## config.mk

```make
export PLATFORM = sky130hd
export DESIGN_NAME = pint_unit
export DESIGN_NICKNAME = d
export VERILOG_FILES = /design/src/rtl/pint_pkg.sv /design/src/rtl/pint_regs.sv /design/src/rtl/pint_chan.sv /design/src/rtl/pint_unit.sv
export SDC_FILE = /design/constraint.sdc
export NUM_CORES = 1
export LEC_CHECK = 0
export BUFFER_PORTS_ARGS = -buffer_cell sky130_fd_sc_hd__buf_2
export CORE_ASPECT_RATIO = 1.75
export CORE_MARGIN = 10
export CORE_UTILIZATION = 40
export DETAILED_ROUTE_END_ITERATION = 10
export SETUP_SLACK_MARGIN = 0.1
export SLEW_MARGIN = 20
export SYNTH_ARGS = -nofsm -noshare
export SYNTH_HDL_FRONTEND = slang
export SYNTH_SLANG_ARGS = --single-unit
```

## constraint.sdc

```tcl
create_clock -name clk -period 1.65 [get_ports clk]
set_input_delay 0.33 -clock clk [delete_from_list [all_inputs] [get_ports clk]]
set_output_delay 0.33 -clock clk [all_outputs]
set_load 0.02 [all_outputs]
```

## src/rtl/pint_pkg.sv

```systemverilog
// Shared constants and types for the pin interrupt status unit.
// Assumes a two-bit word address space holding four registers.
package pint_pkg;

    localparam int ADDR_W = 2;

    typedef enum logic [ADDR_W-1:0] {
        REG_MODE = 2'd0,
        REG_RISE = 2'd1,
        REG_FALL = 2'd2,
        REG_STAT = 2'd3
    } reg_addr_e;

endpackage

```

## src/rtl/pint_regs.sv

```systemverilog
// Configuration registers: mode mask, rise mask and fall/polarity mask.
// A status write toggles the polarity bit of every level channel that has
// a 1 in the write data. Transition channels are cleared elsewhere.
// Assumes write strobes last one cycle.
module pint_regs
    import pint_pkg::*;
#(
    parameter int NCH = 8
) (
    input  logic                 clk,
    input  logic                 rst_n,
    input  logic                 wr_en,
    input  logic [ADDR_W-1:0]    addr,
    input  logic [NCH-1:0]       wbits,
    output logic [NCH-1:0]       mode_q,
    output logic [NCH-1:0]       rise_q,
    output logic [NCH-1:0]       fall_q,
    output logic [NCH-1:0]       ack_mask
);

    logic sel_mode, sel_rise, sel_fall, sel_stat;

    // Decode which register the current write targets.
    always_comb begin
        sel_mode = wr_en && (addr == REG_MODE);
        sel_rise = wr_en && (addr == REG_RISE);
        sel_fall = wr_en && (addr == REG_FALL);
        sel_stat = wr_en && (addr == REG_STAT);
        ack_mask = sel_stat ? wbits : '0;
    end

    // Mode and rise masks load on a direct write.
    always_ff @(posedge clk) begin
        if (!rst_n) begin
            mode_q <= '0;
            rise_q <= '0;
        end else begin
            if (sel_mode) mode_q <= wbits;
            if (sel_rise) rise_q <= wbits;
        end
    end

    // The fall mask loads directly, or toggles on level-channel acknowledges.
    always_ff @(posedge clk) begin
        if (!rst_n) begin
            fall_q <= '0;
        end else if (sel_fall) begin
            fall_q <= wbits;
        end else if (sel_stat) begin
            fall_q <= fall_q ^ (wbits & mode_q);
        end
    end

endmodule

```

## src/rtl/pint_chan.sv

```systemverilog
// One interrupt channel. In transition mode it keeps sticky rising and
// falling records, each set only while its enable is on. In level mode it
// requests while the pin matches the active polarity.
// Assumes pin is already synchronous to clk.
module pint_chan (
    input  logic clk,
    input  logic rst_n,
    input  logic pin,
    input  logic level_mode,
    input  logic rise_en,
    input  logic fall_en,
    input  logic ack,
    output logic req
);

    logic pin_q;
    logic rise_seen, fall_seen;
    logic rise_evt, fall_evt;

    // Compare the pin with its previous sample to find transitions.
    always_comb begin
        rise_evt = pin & ~pin_q;
        fall_evt = ~pin & pin_q;
    end

    // Keep the previous pin sample.
    always_ff @(posedge clk) begin
        if (!rst_n) pin_q <= 1'b0;
        else        pin_q <= pin;
    end

    // Sticky records: a new transition wins over an acknowledge in the same cycle.
    always_ff @(posedge clk) begin
        if (!rst_n || level_mode) begin
            rise_seen <= 1'b0;
            fall_seen <= 1'b0;
        end else begin
            rise_seen <= (rise_evt & rise_en) | (rise_seen & ~ack);
            fall_seen <= (fall_evt & fall_en) | (fall_seen & ~ack);
        end
    end

    // Request: live level compare, or enabled sticky records.
    always_comb begin
        if (level_mode) req = rise_en & (pin == fall_en);
        else            req = (rise_seen & rise_en) | (fall_seen & fall_en);
    end

endmodule

```

## src/rtl/pint_unit.sv

```systemverilog
// Top of the pin interrupt status unit: register block, one channel per
// pin, and the registered read port. Unused high write-data bits are ignored.
module pint_unit
    import pint_pkg::*;
#(
    parameter int NCH = 8,
    parameter int DW  = 32
) (
    input  logic                 clk,
    input  logic                 rst_n,
    input  logic                 wr_en,
    input  logic                 rd_en,
    input  logic [ADDR_W-1:0]    addr,
    input  logic [DW-1:0]        wdata,
    output logic [DW-1:0]        rdata,
    input  logic [NCH-1:0]       pin_in,
    output logic [NCH-1:0]       irq_out
);

    localparam int PAD_W = DW - NCH;

    logic [NCH-1:0] mode_r, rise_r, fall_r, ack_r;
    logic [NCH-1:0] sel_word;
    logic           unused_hi;

    assign unused_hi = ^wdata[DW-1:NCH];

    pint_regs #(.NCH(NCH)) u_regs (
        .clk      (clk),
        .rst_n    (rst_n),
        .wr_en    (wr_en),
        .addr     (addr),
        .wbits    (wdata[NCH-1:0]),
        .mode_q   (mode_r),
        .rise_q   (rise_r),
        .fall_q   (fall_r),
        .ack_mask (ack_r)
    );

    for (genvar i = 0; i < NCH; i++) begin : g_ch
        pint_chan u_ch (
            .clk        (clk),
            .rst_n      (rst_n),
            .pin        (pin_in[i]),
            .level_mode (mode_r[i]),
            .rise_en    (rise_r[i]),
            .fall_en    (fall_r[i]),
            .ack        (ack_r[i]),
            .req        (irq_out[i])
        );
    end

    // Choose the word a read returns.
    always_comb begin
        case (addr)
            REG_MODE: sel_word = mode_r;
            REG_RISE: sel_word = rise_r;
            REG_FALL: sel_word = fall_r;
            default:  sel_word = irq_out;
        endcase
    end

    // Capture read data on the read strobe, zero-extended.
    always_ff @(posedge clk) begin
        if (!rst_n)     rdata <= '0;
        else if (rd_en) rdata <= {{PAD_W{1'b0}}, sel_word};
    end

endmodule

```

* Yosys cells after proc, flatten, opt, wreduce, memory -nomap -nowiden
Index checks and enable logic that the tools add are counted.
Word-level totals: flip-flop bits (word level) 56, latch bits 0, memory bits (writable) 0, ROM bits 0, bits of input ports 46, output and inout port bits 40, logic and storage cells 188, memories kept 0
Cells by class: $add $sub $neg 0, $mul 0, divide/modulo/power cells 0, magnitude comparators 0, equal/unequal tests 11, shift-type cells 0, muxes and demuxes 12, bitwise gates (word level) 122, reduce and logical (&&, ||, !) cells 15
Operators by type and width (count):
- $and 1x1->1 | 72
- $mux 8 | 3
- $not 1->1 | 24
- $or 1x1->1 | 24
- $pmux 8 s3 | 1
- $and 8x8->8 | 1
- $eq 1x1->1 | 8
- $logic_or 1x1->1 | 8
- $mux 1 | 8
- $xor 8x8->8 | 1
- $eq 2x2->1 const B | 2
- $logic_and 1x1->1 | 4
- $eq 2x1->1 const B | 1
- $logic_not 2->1 | 1
- $reduce_bool 2->1 | 1
- $logic_not 1->1 | 1

* Logic depth before layout (Yosys ltp)
Gate-level depths: netlist (run 1).
word-level depth 6, depth in mapped cells 6, mapped depth without buffers 4

* Cells and area by module
From an unflattened synthesis (run 1), not the netlist that was laid out.
Unflattened totals: cells, all modules 323, area, all modules 3052.9 µm²
By module, submodules not included:
- pint_regs | instances 1, cells each 124, area an instance 1204.9 µm², seq. area each 480.5 µm²
- pint_chan | instances 8, cells each 16, area an instance 143.9 µm², seq. area each 60.1 µm²
- pint_unit | instances 1, cells each 71, area an instance 696.9 µm², seq. area each 160.2 µm²

* Worst setup path before layout (run 1)
Ideal clock, no wire load.
kind input -> register, from in addr[0], to reg rdata[0], library setup time 0.117 ns, arrival time 1.142 ns, required time 1.533 ns, slack 0.391 ns, cell stages on the path 4, buffers on the path 1, cell sequence buf_6 > mux2_4 > o221a_1 > a22o_1
On the way: cells in the longest elaborated chain, start to end 2, elaborated cells between the ends (all ways) 4, those cells by class eq/ne (2); mux (1); reduce/logical (1)
Ends and longest elaborated chain:
- from (decl) | line pint_unit.sv:13 | input logic [ADDR_W-1:0] addr,
- $eq 2x2->1 (tied with other cells) | line pint_unit.sv:55 | case (addr)
- $pmux 8 s3 (*) | line pint_unit.sv:55
- to (signal assigned) | line pint_unit.sv:66 | else if (rd_en) rdata <= {{PAD_W{1'b0}}, sel_word};
- to (decl) | line pint_unit.sv:15 | output logic [DW-1:0] rdata,
Every way passes the cells marked *; elsewhere a longest branch is shown, timed or not. A chain may end at the register's enable or synchronous reset.

* Worst setup path after layout (run 1)
from reg u_regs.fall_q[3], to out irq_out[3]
On the way: cells in the longest elaborated chain, start to end 3, elaborated cells between the ends (all ways) 5, those cells by class eq/ne (1); mux (1); bitwise (3)
Ends and longest elaborated chain:
- from (decl) | line pint_regs.sv:17 | output logic [NCH-1:0] fall_q,
- from (signal assigned) | line pint_regs.sv:48 | fall_q <= wbits;
- from (signal assigned) | line pint_regs.sv:50 | fall_q <= fall_q ^ (wbits & mode_q);
- $and 1x1->1 / $eq 1x1->1 (equally long branches) | line pint_chan.sv:46, pint_chan.sv:45
- $or 1x1->1 / $and 1x1->1 (equally long branches) | line pint_chan.sv:46, pint_chan.sv:45
- $mux 1 (*) | line pint_chan.sv:45 | if (level_mode) req = rise_en & (pin == fall_en);
- to (decl) | line pint_unit.sv:17 | output logic [NCH-1:0] irq_out
Marked as above.

==> results of run 1 <==
==> cell type report <==
class	instances	area, sq um	area share
Sequential cell	56	1156	0.3348
Clock buffer	5	125.1	0.03623
Inverter	9	33.78	0.009783
Timing Repair Buffer	53	345.3	0.1000
Multi-Input combinational cell	250	1683	0.4873
Tap cell	88	110.1	0.03188
==> cells in the final DEF (no fill, tap or decap), types with 9 or more instances in the layout <==
cell type	count
nand3b_1	17
nand2_1	17
and2_1	9
nand3_1	30
buf_4	21
dfxtp_1	44
nor2_1	24
nand2b_1	9
conb_1	24
mux2i_1	16
nor2b_1	17
buf_2	29
==> worst max-delay path, cell delays in order, from the launching register on <==
cell and delay (ps):
dfxtp_4 370, xnor2_2 160, nand3_1 110, nand3_1 110, buf_4 140
==> stage by stage <==
| step | hold WS [ps] | instances | area [sq um] | total power, mW |
|---|---|---|---|---|
| after floorplan | 451.7 | 360 | 3120 | 1.752 |
| after global placement | 459.5 | 454 | 3218 | 1.833 |
| after detailed placement | 462.2 | 454 | 3218 | 1.840 |
| after CTS | 288.1 | 459 | 3353 | 2.841 |
| after global routing | 296.2 | 461 | 3453 | 2.927 |
| final | 293.0 | 461 | 3453 | 2.799 |
==> layer usage <==
| metal | vias to the layer above | track usage | wire [um] |
|---|---|---|---|
| met5 | - | 0 | 0 |
| met4 | 0 | 0.06342 | 139 |
| met3 | 7 | 0.03434 | 405 |
| met2 | 63 | 0.2278 | 3809 |
| met1 | 1154 | 0.1365 | 2974 |
| li1 | 1202 | - | - |
==> registers in the layout (all words and copies together), names as in the netlist <==
| name | cells |
|---|---|
| g_ch.u_ch.rise_seen | 8 |
| g_ch.u_ch.pin_q | 8 |
| rdata | 8 |
| g_ch.u_ch.fall_seen | 8 |
| u_regs.rise_q | 8 |
| u_regs.fall_q | 8 |
| u_regs.mode_q | 8 |
==> power by group <==
group / switching (mW) / internal, mW
Combinational: 0.219 / 0.153
Sequential: 0.0471 / 1.39
Clock: 0.452 / 0.538
Total: 0.718 / 2.08
==> cell families after synthesis <==
| group | Yosys count | share of synthesized area |
|---|---|---|
| and+or+nand+nor | 146 | 0.2779 |
| buffers and inverters | 54 | 0.1150 |
| AOI/OAI and AO/OA | 48 | 0.1221 |
| muxes | 24 | 0.09113 |
| DFF | 56 | 0.3695 |
| xor gates and xnor gates | 8 | 0.02309 |
| other | 1 | 0.001236 |
==> repair_timing <==
| item | in CTS | in global routing |
|---|---|---|
| resized for setup | 8 | 27 |
| endpoints found under the setup margin | 8 | 8 |
| pin swaps | 0 | 5 |
| buffers inserted | 0 | 2 |
==> worst paths after layout <==
| kind | from | end |
|---|---|---|
| max | u_regs.fall_q[3] | irq_out[3] |
| min | pin_in[1] | g_ch[1].u_ch.pin_q |
| max reg2reg | u_regs.mode_q[2] | rdata[2] |
| min reg2reg | rdata[0] | rdata[0] |
==> metrics.md, run 1 <==
| Metric | Value |
|---|---|
| Antenna Violating Nets Remaining | 0 |
| Initial Util | 0.4066 |
| Core area | 7462 sq um |
| # hold bufs at CTS | 0 |
| Synth warn | 0 |
| Vias per inst | 5.262 |
| Pin count of the biggest net entering global routing | 24 |
| Vias in the first global route | 2512 |
| Status | complete, no violations |
| Clock Path Buffers | 2 |
| Core Util, Final | 0.4628 |
| Reg2reg path depth | 3 |
| Fin nets | 421 |
| Io pins | 86 |
| WS Path Type | register to output pin |
| Final period util | 0.9117 |
| Required @ worst endpoint | 1320 ps |
| Post-synth EDFFs | 0 |
| Max cap viols | 0 |
| Area Overhead vs Synth | 13.81% |
| Syn avg cell area | 9.003 sq um |
| Standard-cell row count | 42 |
| DRT Pass-1 Iters | 4 |
| Top area cells in the synthesized netlist | dfxtp_1 37%, buf_4 8.4%, mux2i_1 5.3% |
| RSZ-0062 raised after global routing | yes |
| Initial antenna violation count | 0 |
| Die ar. | 11610 sq um |
| Synth async-reset ratio | 0 |
| Synth cell types | 35 |
| # DRC | 0 |
| Clock transition at the registers of the reported paths | 70 ps |
| Power Density | 810.6 nW/um^2 |
| Crit path DAT | 1170 ps |
| Max frequency | 664.8 MHz |
| Final setup skew | 5.736 ps |
| Cts bufs inserted | 5 |
| Diode count | 0 |
| DRT Wirelength | 7329 um |
| RePlAce Congestion | 0.7463 |
| Startpoint Class | register |
| Setup TNS Final | 0 ps |
| Chip height | 135.2 um |
| # H-tree levels | 2 |
| Synth top area share | 0.3695 |
| Synth area leader | dfxtp_1 |
| Leak pwr | 1.440 nW |
| Worst-skew pair later-pin latency | 290 ps |
| Ys flop type | dfxtp_1 |
| First-pass GRT wire length | 12170 um |
| Most frequent cell after synthesis | dfxtp_1 |
| IR Drop Worst-Case VDD | 0.4632 mV |
| CP max FO | 6 |
| CTS tree | done |
| Placed wire-length estimate | 5378 um |
| GRT Util Overall | 0.1290 |
| Post-Syn Area | 3034 sq um |
| Share of layout cells above drive strength 1 | 0.2359 |
| CTS sink cnt | 56 |
| WL per Instance | 15.90 um |
| Final WS setup | 145.7 ps |
| Worst Max-Slew Pin Slew | 1044 ps |
| Fill count | 773 |
| Fin. max-slew vios | 0 |
| Endpoints failing setup | 0 |
| Pre-CTS WS | 34.02 ps |
| #FFs+latches synth | 56 |
| Tmin final | 1504 ps |
| Slew headroom | 0.3028 |
| Final hold violations | 0 |
| Post-Synthesis Cells | 337 |
| Hold Path Class | input port to register |
| GRT overflow | 0 |
| Synth top cells by count | 56 x dfxtp_1, 34 x buf_4, 32 x nand3_1, 24 x nor2_1 |
| Worst Setup End Kind | output pin |
| Hold path depth | 2 |
| Vias | 2426 |
| Sequential area share after synthesis | 0.3695 |
| Die Width | 85.84 um |
| I/O Buffers | 37 |
| Root buffer cell | clkbuf_16 |
| Setup slack, reg-to-reg | 480 ps |
| Iteration-0 DRC Markers | 115 |
Power figures use the tool's default switching activity.
==> inputs of run 2 (changes only) <==
MAX_ROUTING_LAYER = met4   (was not set)
REMOVE_ABC_BUFFERS = 1   (was not set)
==> metrics.md, run 2 (synthesized netlist as in run 1, its figures left out) <==
| Metric | Value |
|---|---|
| Status | complete, no violations (unchanged) |
| Vias per inst | 5.311 (was 5.262) |
| RSZ-0062 raised after global routing | yes (unchanged) |
| I/O Buffers | 37 (unchanged) |
| DRT Wirelength | 7469 um (was 7329 um) |
| Worst Max-Slew Pin Slew | 858.8 ps (was 1044 ps) |
| IR Drop Worst-Case VDD | 0.4555 mV (was 0.4632 mV) |
| Clock Path Buffers | 2 (unchanged) |
| Chip height | 135.2 um (unchanged) |
| Required @ worst endpoint | 1320 ps (about the same) |
| # hold bufs at CTS | 0 (unchanged) |
| Placed Area | 3243 sq um (was 3218 sq um) |
| Power Density | 821.6 nW/um^2 (was 810.6 nW/um^2) |
| Setup TNS Final | 0 ps (unchanged) |
| Core area | 7462 sq um (unchanged) |
| Final WS setup | 149.6 ps (was 145.7 ps) |
| Leak pwr | 1.488 nW (was 1.440 nW) |
| Initial antenna violation count | 0 (unchanged) |
| Iteration-0 DRC Markers | 80 (was 115) |
| Antenna Violating Nets Remaining | 0 (unchanged) |
| WL per Instance | 15.89 um (was 15.90 um) |
| Hold Crit Endpoint | g_ch[3].u_ch.pin_q (was g_ch[1].u_ch.pin_q) |
| RePlAce Congestion | 0.7734 (was 0.7463) |
| # DRC | 0 (unchanged) |
| Cts bufs inserted | 5 (unchanged) |
| Setup slack, reg-to-reg | 470 ps (was 480 ps) |
| Fin nets | 427 (was 421) |
| Standard-cell row count | 42 (unchanged) |
| Startpoint Class | register (unchanged) |
| Crit path DAT | 1170 ps (about the same) |
| Post-route cell area | 3532 sq um (was 3453 sq um) |
| Pre-CTS WS | 61.17 ps (was 34.02 ps) |
| Hold path depth | 2 (unchanged) |
| Worst Setup End Kind | output pin (unchanged) |
| CTS sink cnt | 56 (unchanged) |
| CP max FO | 6 (unchanged) |
| # H-tree levels | 2 (unchanged) |
| Final hold violations | 0 (unchanged) |
| Root buffer cell | clkbuf_16 (unchanged) |
| Hold Path Class | input port to register (unchanged) |
| Reg2reg path depth | 3 (unchanged) |
| Vias in the first global route | 2528 (was 2512) |
| Io pins | 86 (unchanged) |
| WS Path Type | register to output pin (unchanged) |
| Vias | 2496 (was 2426) |
| CTS tree | done (unchanged) |
| Core Util, Final | 0.4733 (was 0.4628) |
| Final setup skew | 4.821 ps (was 5.736 ps) |
| Commonest cells after routing, fill and taps aside | 45 x dfxtp_1, 30 x nand3_1, 29 x buf_2, 28 x buf_4 (was 44 x dfxtp_1, 30 x nand3_1, 29 x buf_2, 24 x nor2_1, 24 x conb_1) |
| Fill count | 739 (was 773) |
| Area Overhead vs Synth | 16.41% (was 13.81%) |
| Die ar. | 11610 sq um (unchanged) |
| Share of layout cells above drive strength 1 | 0.2565 (was 0.2359) |
| GRT overflow | 0 (unchanged) |
| Slew headroom | 0.4263 (was 0.3028) |
| Max cap viols | 0 (unchanged) |
| Diode count | 0 (unchanged) |
| Fin. max-slew vios | 0 (unchanged) |
| Reg2reg start | u_regs.mode_q[7] (was u_regs.mode_q[2]) |
| GRT Util Overall | 0.1297 (was 0.1290) |
| Placed wire-length estimate | 5540 um (was 5378 um) |
| Commonest non-fill, non-tap cell in the layout | dfxtp_1 (unchanged) |
| Tmin final | 1500 ps (was 1504 ps) |
| First-pass GRT wire length | 12090 um (was 12170 um) |
| DRT Pass-1 Iters | 4 (unchanged) |
| Endpoints failing setup | 0 (unchanged) |
| Initial Util | 0.4066 (unchanged) |
| Worst r2r dst | rdata[7] (was rdata[2]) |
| Max frequency | 666.5 MHz (was 664.8 MHz) |
| Pin count of the biggest net entering global routing | 31 (was 24) |
| Worst hold start | pin_in[3] (was pin_in[1]) |
| Final period util | 0.9093 (was 0.9117) |
| Worst-skew pair later-pin latency | 290 ps (about the same) |
| Die Width | 85.84 um (unchanged) |
| Clock transition at the registers of the reported paths | 70 ps (about the same) |
run 2: cell types whose count changed in the layout (fill, tap and decap cells not counted), sizes merged:
cell / delta
buf: +6
clkbuf: +2
clkinvlp: +1
run 2: layer usage:
metal  routed length [um]  GRT usage  vias up
met5                    0          -        -
met4                  127    0.04688        0
met3                  372    0.03072        9
met2                 3973     0.2291       53
met1                 2996     0.1356     1207
li1                     -          -     1227
run 2: final cells by class:
type | instances | area, sq um | area share
tap | 88 | 110.1 | 0.03117
multi-input combinational | 250 | 1705 | 0.4828
clock buffer | 7 | 142.6 | 0.04038
clock inverter | 1 | 7.507 | 0.002125
sequential | 56 | 1155 | 0.3270
inverter | 9 | 33.78 | 0.009564
timing repair buffer | 59 | 377.9 | 0.1070
run 2: per-stage QoR:
step | hold slack, ps | total power [mW] | std cells
global route | 311.0 | 3.032 | 470
CTS | 292.2 | 2.930 | 467
finish | 300.9 | 2.902 | 470
global placement | 462.2 | 1.837 | 459
detailed placement | 467.6 | 1.845 | 459
floorplan | 451.7 | 1.680 | 315
run 2: worst max path at each step:
| stage | to | slack (ps) | cells after the start | from |
|---|---|---|---|---|
| after floorplan | u_regs.fall_q[6] | 470 | 4 | addr[0] |
| after global placement | rdata[7] | 70 | 4 | addr[0] |
| after detailed placement | rdata[7] | 60 | 4 | addr[0] |
| after CTS | irq_out[1] | 90 | 4 | u_regs.fall_q[1] |
| after global routing | irq_out[3] | 60 | 4 | u_regs.fall_q[3] |
| final | irq_out[3] | 150 | 4 | u_regs.fall_q[3] |
run 2: power breakdown:
group          total (mW)  internal [mW]  switching [mW]  leakage (nW)
clock network        1.08          0.606           0.474        0.0701
registers            1.44           1.39          0.0476         0.464
logic               0.384          0.160           0.224         0.954
total                2.90           2.16           0.746          1.49
run 2: critical path: stages, from the launching register on:
cell,delay (ps)
dfxtp_4,370
xnor2_1,150
nand3_1,130
nand3_2,90
buf_4,140
run 2: timing repair:
action | 4_1_cts | 5_1_grt
pin swaps | 0 | 7
buffers inserted | 0 | 3
resized for setup | 10 | 27
endpoints found under the setup margin | 8 | 8
cloned | 0 | 0
